## config.mk

```make
export PLATFORM = sky130hd
export DESIGN_NAME = vperm_unit
export DESIGN_NICKNAME = d
export VERILOG_FILES = /design/src/rtl/vperm_pkg.sv /design/src/rtl/vperm_decode.sv /design/src/rtl/vperm_dword_sel.sv /design/src/rtl/vperm_qword_sel.sv /design/src/rtl/vperm_unit.sv
export SDC_FILE = /design/constraint.sdc
export NUM_CORES = 1
export LEC_CHECK = 0
export BUFFER_PORTS_ARGS = -buffer_cell sky130_fd_sc_hd__buf_2
export CAP_MARGIN = 10
export CORE_AREA = 2 2 321 323
export DETAILED_ROUTE_END_ITERATION = 6
export DIE_AREA = 0 0 323 325
export PLACE_DENSITY = 0.5
export RECOVER_POWER = 100
export SYNTH_ARGS = -nofsm -noshare
export SYNTH_HDL_FRONTEND = slang
export SYNTH_SLANG_ARGS = --single-unit
```

## constraint.sdc

```tcl
create_clock -name clk -period 2.65 [get_ports clk]
set_clock_uncertainty 0.1 [all_clocks]
set_input_delay 0.53 -clock clk [delete_from_list [all_inputs] [get_ports clk]]
set_output_delay 0.53 -clock clk [all_outputs]
set_load 0.01 [all_outputs]
```

## src/rtl/vperm_pkg.sv

```systemverilog
package vperm_pkg;

    localparam int LANE_W  = 64;
    localparam int N_LANES = 4;
    localparam int VEC_W   = LANE_W * N_LANES;
    localparam int PIECE_W = 2 * LANE_W;
    localparam int N_PIECE = 2 * VEC_W / PIECE_W;
    localparam int N_HALF  = VEC_W / PIECE_W;
    localparam int IMM_W   = 8;
    localparam int SEL_W   = $clog2(N_LANES);
    localparam int INSTR_W = 32;
    localparam int OPC_LSB = 18;
    localparam int OPC_W   = INSTR_W - OPC_LSB;

    localparam logic [OPC_W-1:0] OPC_DWORD = 14'h1dfa;
    localparam logic [OPC_W-1:0] OPC_QWORD = 14'h1dfb;

    typedef enum logic [1:0] {
        OP_DWORD = 2'd0,
        OP_QWORD = 2'd1,
        OP_BAD   = 2'd2
    } vperm_op_e;

    typedef struct packed {
        logic             valid;
        logic             bad;
        logic [VEC_W-1:0] data;
    } vperm_out_t;

    function automatic logic [OPC_W-1:0] opc_field(input logic [INSTR_W-1:0] w);
        return w[INSTR_W-1:OPC_LSB];
    endfunction

    function automatic vperm_op_e op_of(input logic [OPC_W-1:0] opc);
        vperm_op_e o;
        if (opc == OPC_DWORD)      o = OP_DWORD;
        else if (opc == OPC_QWORD) o = OP_QWORD;
        else                       o = OP_BAD;
        return o;
    endfunction

    function automatic logic [LANE_W-1:0] lane_of(input logic [VEC_W-1:0] v,
                                                  input logic [SEL_W-1:0] idx);
        logic [LANE_W-1:0] r;
        r = '0;
        for (int i = 0; i < N_LANES; i++)
            if (idx == SEL_W'(i)) r = v[i*LANE_W +: LANE_W];
        return r;
    endfunction

    function automatic logic [PIECE_W-1:0] piece_of(input logic [2*VEC_W-1:0] v,
                                                    input logic [1:0] idx);
        logic [PIECE_W-1:0] r;
        r = '0;
        for (int i = 0; i < N_PIECE; i++)
            if (idx == 2'(i)) r = v[i*PIECE_W +: PIECE_W];
        return r;
    endfunction

endpackage

```

## src/rtl/vperm_decode.sv

```systemverilog
module vperm_decode
    import vperm_pkg::*;
(
    input  logic [INSTR_W-1:0] instr,
    output vperm_op_e          op
);
    logic [OPC_W-1:0] opc;
    logic             unused_low_bits;

    assign opc             = opc_field(instr);
    assign unused_low_bits = ^instr[OPC_LSB-1:0];
    assign op              = op_of(opc);
endmodule

```

## src/rtl/vperm_dword_sel.sv

```systemverilog
module vperm_dword_sel
    import vperm_pkg::*;
(
    input  logic [VEC_W-1:0] src,
    input  logic [IMM_W-1:0] imm,
    output logic [VEC_W-1:0] res
);
    logic [LANE_W-1:0] lanes [N_LANES];

    always_comb begin
        for (int i = 0; i < N_LANES; i++)
            lanes[i] = src[i*LANE_W +: LANE_W];
    end

    for (genvar k = 0; k < N_LANES; k++) begin : g_lane
        logic [SEL_W-1:0] sel;
        assign sel = imm[k*SEL_W +: SEL_W];
        assign res[k*LANE_W +: LANE_W] = lanes[sel];
    end
endmodule

```

## src/rtl/vperm_qword_sel.sv

```systemverilog
module vperm_qword_sel
    import vperm_pkg::*;
(
    input  logic [VEC_W-1:0] dst_old,
    input  logic [VEC_W-1:0] src,
    input  logic [1:0]       sel_lo,
    input  logic [1:0]       sel_hi,
    output logic [VEC_W-1:0] res
);
    logic [PIECE_W-1:0] pieces [N_PIECE];
    logic [1:0]         sels   [N_HALF];
    logic [2*VEC_W-1:0] joined;

    assign joined  = {dst_old, src};
    assign sels[0] = sel_lo;
    assign sels[1] = sel_hi;

    always_comb begin
        for (int i = 0; i < N_PIECE; i++)
            pieces[i] = joined[i*PIECE_W +: PIECE_W];
    end

    for (genvar h = 0; h < N_HALF; h++) begin : g_half
        assign res[h*PIECE_W +: PIECE_W] = pieces[sels[h]];
    end
endmodule

```

## src/rtl/vperm_unit.sv

```systemverilog
module vperm_unit
    import vperm_pkg::*;
(
    input  logic               clk,
    input  logic               rst,
    input  logic               in_valid,
    input  logic [INSTR_W-1:0] instr,
    input  logic [IMM_W-1:0]   imm,
    input  logic [VEC_W-1:0]   dst_old,
    input  logic [VEC_W-1:0]   src,
    output logic               out_valid,
    output logic [VEC_W-1:0]   result,
    output logic               illegal
);
    vperm_op_e        op;
    logic [VEC_W-1:0] dw_res;
    logic [VEC_W-1:0] qw_res;
    vperm_out_t       nxt;
    vperm_out_t       q;

    vperm_decode u_dec (
        .instr (instr),
        .op    (op)
    );

    vperm_dword_sel u_dw (
        .src (src),
        .imm (imm),
        .res (dw_res)
    );

    vperm_qword_sel u_qw (
        .dst_old (dst_old),
        .src     (src),
        .sel_lo  (imm[1:0]),
        .sel_hi  (imm[5:4]),
        .res     (qw_res)
    );

    always_comb begin
        nxt.valid = in_valid;
        nxt.bad   = 1'b0;
        unique case (op)
            OP_DWORD: nxt.data = dw_res;
            OP_QWORD: nxt.data = qw_res;
            default: begin
                nxt.data = dst_old;
                nxt.bad  = in_valid;
            end
        endcase
    end

    always_ff @(posedge clk) begin
        if (rst) begin
            q <= '0;
        end else begin
            q.valid <= nxt.valid;
            q.bad   <= nxt.bad;
            if (in_valid) q.data <= nxt.data;
        end
    end

    assign out_valid = q.valid;
    assign illegal   = q.bad;
    assign result    = q.data;
endmodule

```

==> impl_metrics.tcl, run 1 <==
set metrics [dict create \
    synthTopCellsByArea "mux4_2 (37%), dfxtp_1 (22%), mux2i_1 (16%)" \
    hpwlAfterDp_um 84300 \
    syn_area_sq_um 23600 \
    initial_core_util_pct 23.3 \
    synth_cell_type_count 22 \
    crit_chain "buf_2, or3b_1, o41a_2, buf_12, dlymetal6s2s_1, a22oi_1, o21ai_0" \
    reg2reg_depth 2 \
    cts_buffer_depth 3 \
    clk_latency_ns 0.58 \
    ys_top_cells_by_count "mux2i_1 (384), mux4_2 (384), dfxtp_1 (258)" \
    grt_use_total_pct 20.7 \
    pre_cts_slack_ns 0.103 \
    slew_viol_final 0 \
    drive_gt1_share_pct 39.8 \
    drt_wl_total_um 114000 \
    cts-htree-levels 2 \
    arrival_ns 2.60 \
    core_area_sq_um 101000 \
    hold_path_depth 3 \
    crit_type "input port to flop" \
    grt_start_max_net_pins 111 \
    crit_required_ns 3.00 \
    fp-row-count 117 \
    crit_buf_inv 3 \
    hold_violations 0 \
    cts-root-buf "clkbuf_16" \
    slowest_stage "o41a_2" \
    syn_inst 2063 \
    cts_resized 0 \
    hold_end "result[5]" \
    die-area_sq_um 105000 \
    viasPerCell 5.68 \
    ant_nets 0 \
    nets 3345 \
    synth_largest_area_cell "mux4_2" \
    outcome "finished clean" \
    ys_seq_area_share_pct 21.8 \
    path_clk_slew_ns 0.05 \
    wire_per_inst_um 27.0 \
    antenna_found_initial 31 \
    hold_path.class "input port to flop" \
    worst_slack_ns 0.405 \
    io_pins 813 \
    synth_seq_cells 258 \
    ctsHoldBuffers 0 \
    setup_viol 0 \
    synthArstFlopShare_pct 0 \
    cp-end-kind "flop" \
    stdcell_area_sq_um 30900 \
    drv_cap 0 \
    place.gp.congestion 0.914 \
    cts_sinks 258 \
    r2r-end "result[122]" \
    ys.flop_type "dfxtp_1" \
    min_from "dst_old[5]" \
    syn_nets 2618 \
    placed_cell_area_sq_um 30000 \
    max_freq_ghz 0.446 \
    cp_max_fo 30 \
    yosysTopAreaCellShare_pct 36.6 \
    slowest_delay_ns 0.46 \
    r2r_slack_ns 1.75 \
    drtIter0Drc 2149 \
    slew_headroom_pct 44.8 \
    worst_pin_slew_ns 0.826 \
    grt_pass1_wl_um 165000 \
    r2r-start "result[122]" \
    power_density_nw_per_um2 448 \
    cp_top_family "compound AO/OA/AOI/OAI gates" \
    grt_pass1_vias 23100 \
    die-height_um 325 \
    synth_edf_count 0 \
    die_w_um 323 \
    port-buffer-count 794 \
    cts_buffers 39 \
    rsz0062_at_grt "no" \
    num_vias 23900 \
    synth_warnings 0 \
    tritoncts "done" \
    min_period_ns 2.24 \
    drc 0 \
    overflow 0 \
    fin_crit_sh_pct 84.7 \
    cp-start-kind "input port" \
    leakage_nw 12.0 \
    syn_area_per_cell_sq_um 11.5 \
    irDropWorstVdd_uv 378 \
    post-cts-setup-buffers 0 \
    first_pass_iters 6 \
    syn2layout_area_growth_pct 30.6 \
    setup_tns_ns 0 \
]
cells by family (layout without fill, tap and decap cells):
family                 after synthesis  count (layout)  synth area share [%]
other                                0              26                     0
AOI/OAI and AO/OA                  769             769                  19.7
buffers and inverters              256            1007                  5.34
muxes                              768             768                  52.8
and+or+nand+nor                     12              12                 0.307
DFF                                258             258                  21.8
area by class of cell:
class	count	area (sq um)
Clock buffer	62	1190
Clock inverter	3	15.0
Tap cell	1368	1710
Antenna cell	26	65.1
Sequential cell	258	5160
Timing Repair Buffer	942	5470
Fill cell	10700	70400
Multi-Input combinational cell	1549	17300
layer usage:
| metal | vias up | share of wire (%) | global-route usage, % |
|---|---|---|---|
| met2 | 1243 | 48 | 33.4 |
| li1 | 10200 | - | - |
| met1 | 12300 | 40 | 27.6 |
| met3 | 187 | 8.4 | 4.43 |
| met4 | 10 | 3.2 | 6.58 |
| met5 | - | 0.056 | 0 |
registers in the layout, summed over array words and instances (netlist names):
register,cells
result,256
illegal,1
out_valid,1
worst min-delay path: stages:
cell and delay (ns):
buf_2 0.09, a22oi_1 0.07, o21ai_0 0.06
power by group:
| group | switching, mW | internal (mW) | total [mW] |
|---|---|---|---|
| combinational | 2.24 | 2.12 | 4.36 |
| sequential | 0.152 | 4.12 | 4.27 |
| clock | 2.16 | 3.05 | 5.21 |
worst max path at each step:
| stage | from | endpoint | slack (ns) | cells past startpoint |
|---|---|---|---|---|
| finish | instr[27] | result[96] | 0.41 | 7 |
| global route | instr[27] | result[88] | 0.34 | 7 |
| CTS | result[132] | result[132] | 0.74 | 1 |
| detailed placement | instr[27] | result[84] | 0.10 | 7 |
| global placement | instr[27] | result[16] | 0.12 | 7 |
| floorplan | instr[27] | result[193] | 0.56 | 7 |
cell usage in the layout (no fill, tap or decap):
cell type	Yosys	routed
o21ai_0	18	239
mux4_2	384	384
mux2i_1	384	384
clkbuf_16	0	41
o21ai_1	238	17
nor2_4	0	1
o22ai_1	128	128
clkinv_2	0	3
clkbuf_2	0	4
nor4_1	1	1
buf_4	4	84
or2_4	0	2
nand2b_1	3	1
nor2b_1	1	1
buf_2	74	528
nand2_4	0	1
dfxtp_1	258	258
buf_8	0	5
a22oi_1	256	256
nand2b_4	0	2
dlymetal6s2s_1	0	2
clkbuf_1	110	276
or3b_1	1	1
a21oi_1	128	128
diode_2	0	26
buf_12	0	53
nand4_1	2	2
clkbuf_8	0	11
o41a_2	0	1
per-stage QoR:
stage	instances	util, %	hold WS, ns	total power, mW
floorplan	2063	-	0.417	6.91
global placement	4117	29.6	0.360	8.76
detailed placement	4117	29.6	0.365	8.79
CTS	4182	30.8	0.0630	14.1
global route	4206	30.5	0.0923	14.4
finish	4208	30.5	0.100	13.8
Power figures use the tool's default switching activity.
==> inputs of run 2 (changes only) <==
==> constraint.sdc (replaced) <==
create_clock -name clk -period 2.3 [get_ports clk]
set_clock_uncertainty 0.1 [all_clocks]
set_input_delay 0.46 -clock clk [delete_from_list [all_inputs] [get_ports clk]]
set_output_delay 0.46 -clock clk [all_outputs]
set_load 0.01 [all_outputs]
==> impl_metrics.tcl, run 2 (synthesis results as in run 1) <==
set metrics [dict create \
    cp_num_cells 7 \
    worst_pin_slew_ns 0.761 \
    viasPerCell 5.66 \
    drc 0 \
    largest_reg_flops 256 \
    grt_pass1_vias 23800 \
    hpwlAfterDp_um 86100 \
    cts-root-buf "clkbuf_16" \
    slowest_stage "o41a_2" \
    initial_core_util_pct 23.3 \
    num_vias 24300 \
    grt_start_max_net_pins 94 \
    outcome "finished clean" \
    leakage_nw 12.3 \
    finalPower_mw 16.4 \
    drtIter0Drc 2128 \
    first_pass_iters 7 \
    die-height_um 325 \
    slew_viol_final 0 \
    crit_buf_inv 3 \
    grt_use_total_pct 20.9 \
    cts-htree-levels 2 \
    nets 3413 \
    overflow 0 \
    place_inst 4169 \
    hold_violations 0 \
    rsz0062_at_grt "no" \
    wire_per_inst_um 26.6 \
    die_w_um 323 \
    fin_crit_sh_pct 87.9 \
    port-buffer-count 794 \
    setup_viol 0 \
    fp-row-count 117 \
    cp-start-kind "input port" \
    ant_nets 0 \
    path_clk_slew_ns 0.06 \
    slowest_delay_ns 0.43 \
    cts_sinks 258 \
    worst_slack_ns 0.278 \
    drt_wl_total_um 114000 \
    stdcell_area_sq_um 31700 \
    max_freq_ghz 0.494 \
    cp_max_fo 26 \
    tritoncts "done" \
    syn2layout_area_growth_pct 34.0 \
    utilization_pct 31.3 \
    cts_buffers 38 \
    slew_headroom_pct 49.3 \
    grt_pass1_wl_um 166000 \
    cp-end-kind "flop" \
    irDropWorstVdd_uv 447 \
    die-area_sq_um 105000 \
    min_period_ns 2.02 \
    place.gp.congestion 0.922 \
    drv_cap 0 \
    final_cell_mix "buf_2 (530), mux4_2 (384), mux2i_1 (384), clkbuf_1 (281), dfxtp_1 (258)" \
    crit_chain "buf_2, or3b_1, o41a_2, buf_12, clkbuf_2, a22oi_1, o21ai_0" \
    drive_gt1_share_pct 40.7 \
    arrival_ns 2.39 \
    hold_path.class "input port to flop" \
    crit_required_ns 2.67 \
    fin_cells 4295 \
    power_density_nw_per_um2 517 \
    cts_resized 0 \
    hold_path_depth 3 \
    cp_top_family "compound AO/OA/AOI/OAI gates" \
    reg2reg_depth 2 \
    io_pins 813 \
    cts_buffer_depth 3 \
    crit_type "input port to flop" \
    core_area_sq_um 101000 \
    clk_latency_ns 0.59 \
    antenna_found_initial 40 \
    post-cts-setup-buffers 0 \
    placed_cell_area_sq_um 30500 \
    nFillCells 10700 \
    mostFrequentLayoutCell "buf_2" \
    pre_cts_slack_ns -0.0953 \
]
## run 2: cell type report
cell class,instances,area [sq um],area share [%]
Sequential cell,258,5160,16.3
Multi-Input combinational cell,1549,17300,54.4
Timing Repair Buffer,1011,6160,19.4
Clock inverter,12,119,0.375
Clock buffer,58,1190,3.75
Tap cell,1368,1710,5.40
Antenna cell,39,97.6,0.308
## run 2: per-layer routing
layer | wire length (um) | up-vias | share of wire [%] | track usage [%]
met5 | 0 | - | 0 | 0
met4 | 4330 | 0 | 3.8 | 8.27
met3 | 8340 | 206 | 7.3 | 4.00
met2 | 54000 | 1210 | 47 | 33.0
met1 | 47700 | 12500 | 42 | 28.0
li1 | - | 10400 | - | -
## run 2: final timing paths
| path | from | end | slack [ns] |
|---|---|---|---|
| worst min register to register | result[166] | result[166] | 0.38 |
| worst min-delay path | dst_old[171] | result[171] | 0.04 |
| worst max register to register | result[114] | result[114] | 1.44 |
| worst max-delay path | instr[27] | result[172] | 0.28 |
## run 2: timing repair
action	in CTS	in global routing
endpoints found under the hold margin	17	0
setup endpoints to repair	0	0
hold buffers	17	0
## run 2: stage by stage
stage / setup TNS (ns) / hold slack (ns)
final: 0 / 0.0371
after global routing: 0 / 0.0248
after CTS: 0 / 0.0000738
after detailed placement: -7.32 / 0.364
after global placement: -6.47 / 0.359
after floorplan: 0 / 0.417
## run 2: power breakdown
group	total (mW)	internal [mW]	switching, mW	leakage [nW]
combinational	5.13	2.53	2.60	9.55
clock	6.34	3.79	2.55	0.646
sequential	4.93	4.74	0.186	2.13
## run 2: worst min-delay path, cell delays in order
cell and delay [ns]:
buf_2 0.11, a22oi_1 0.07, o21ai_0 0.06
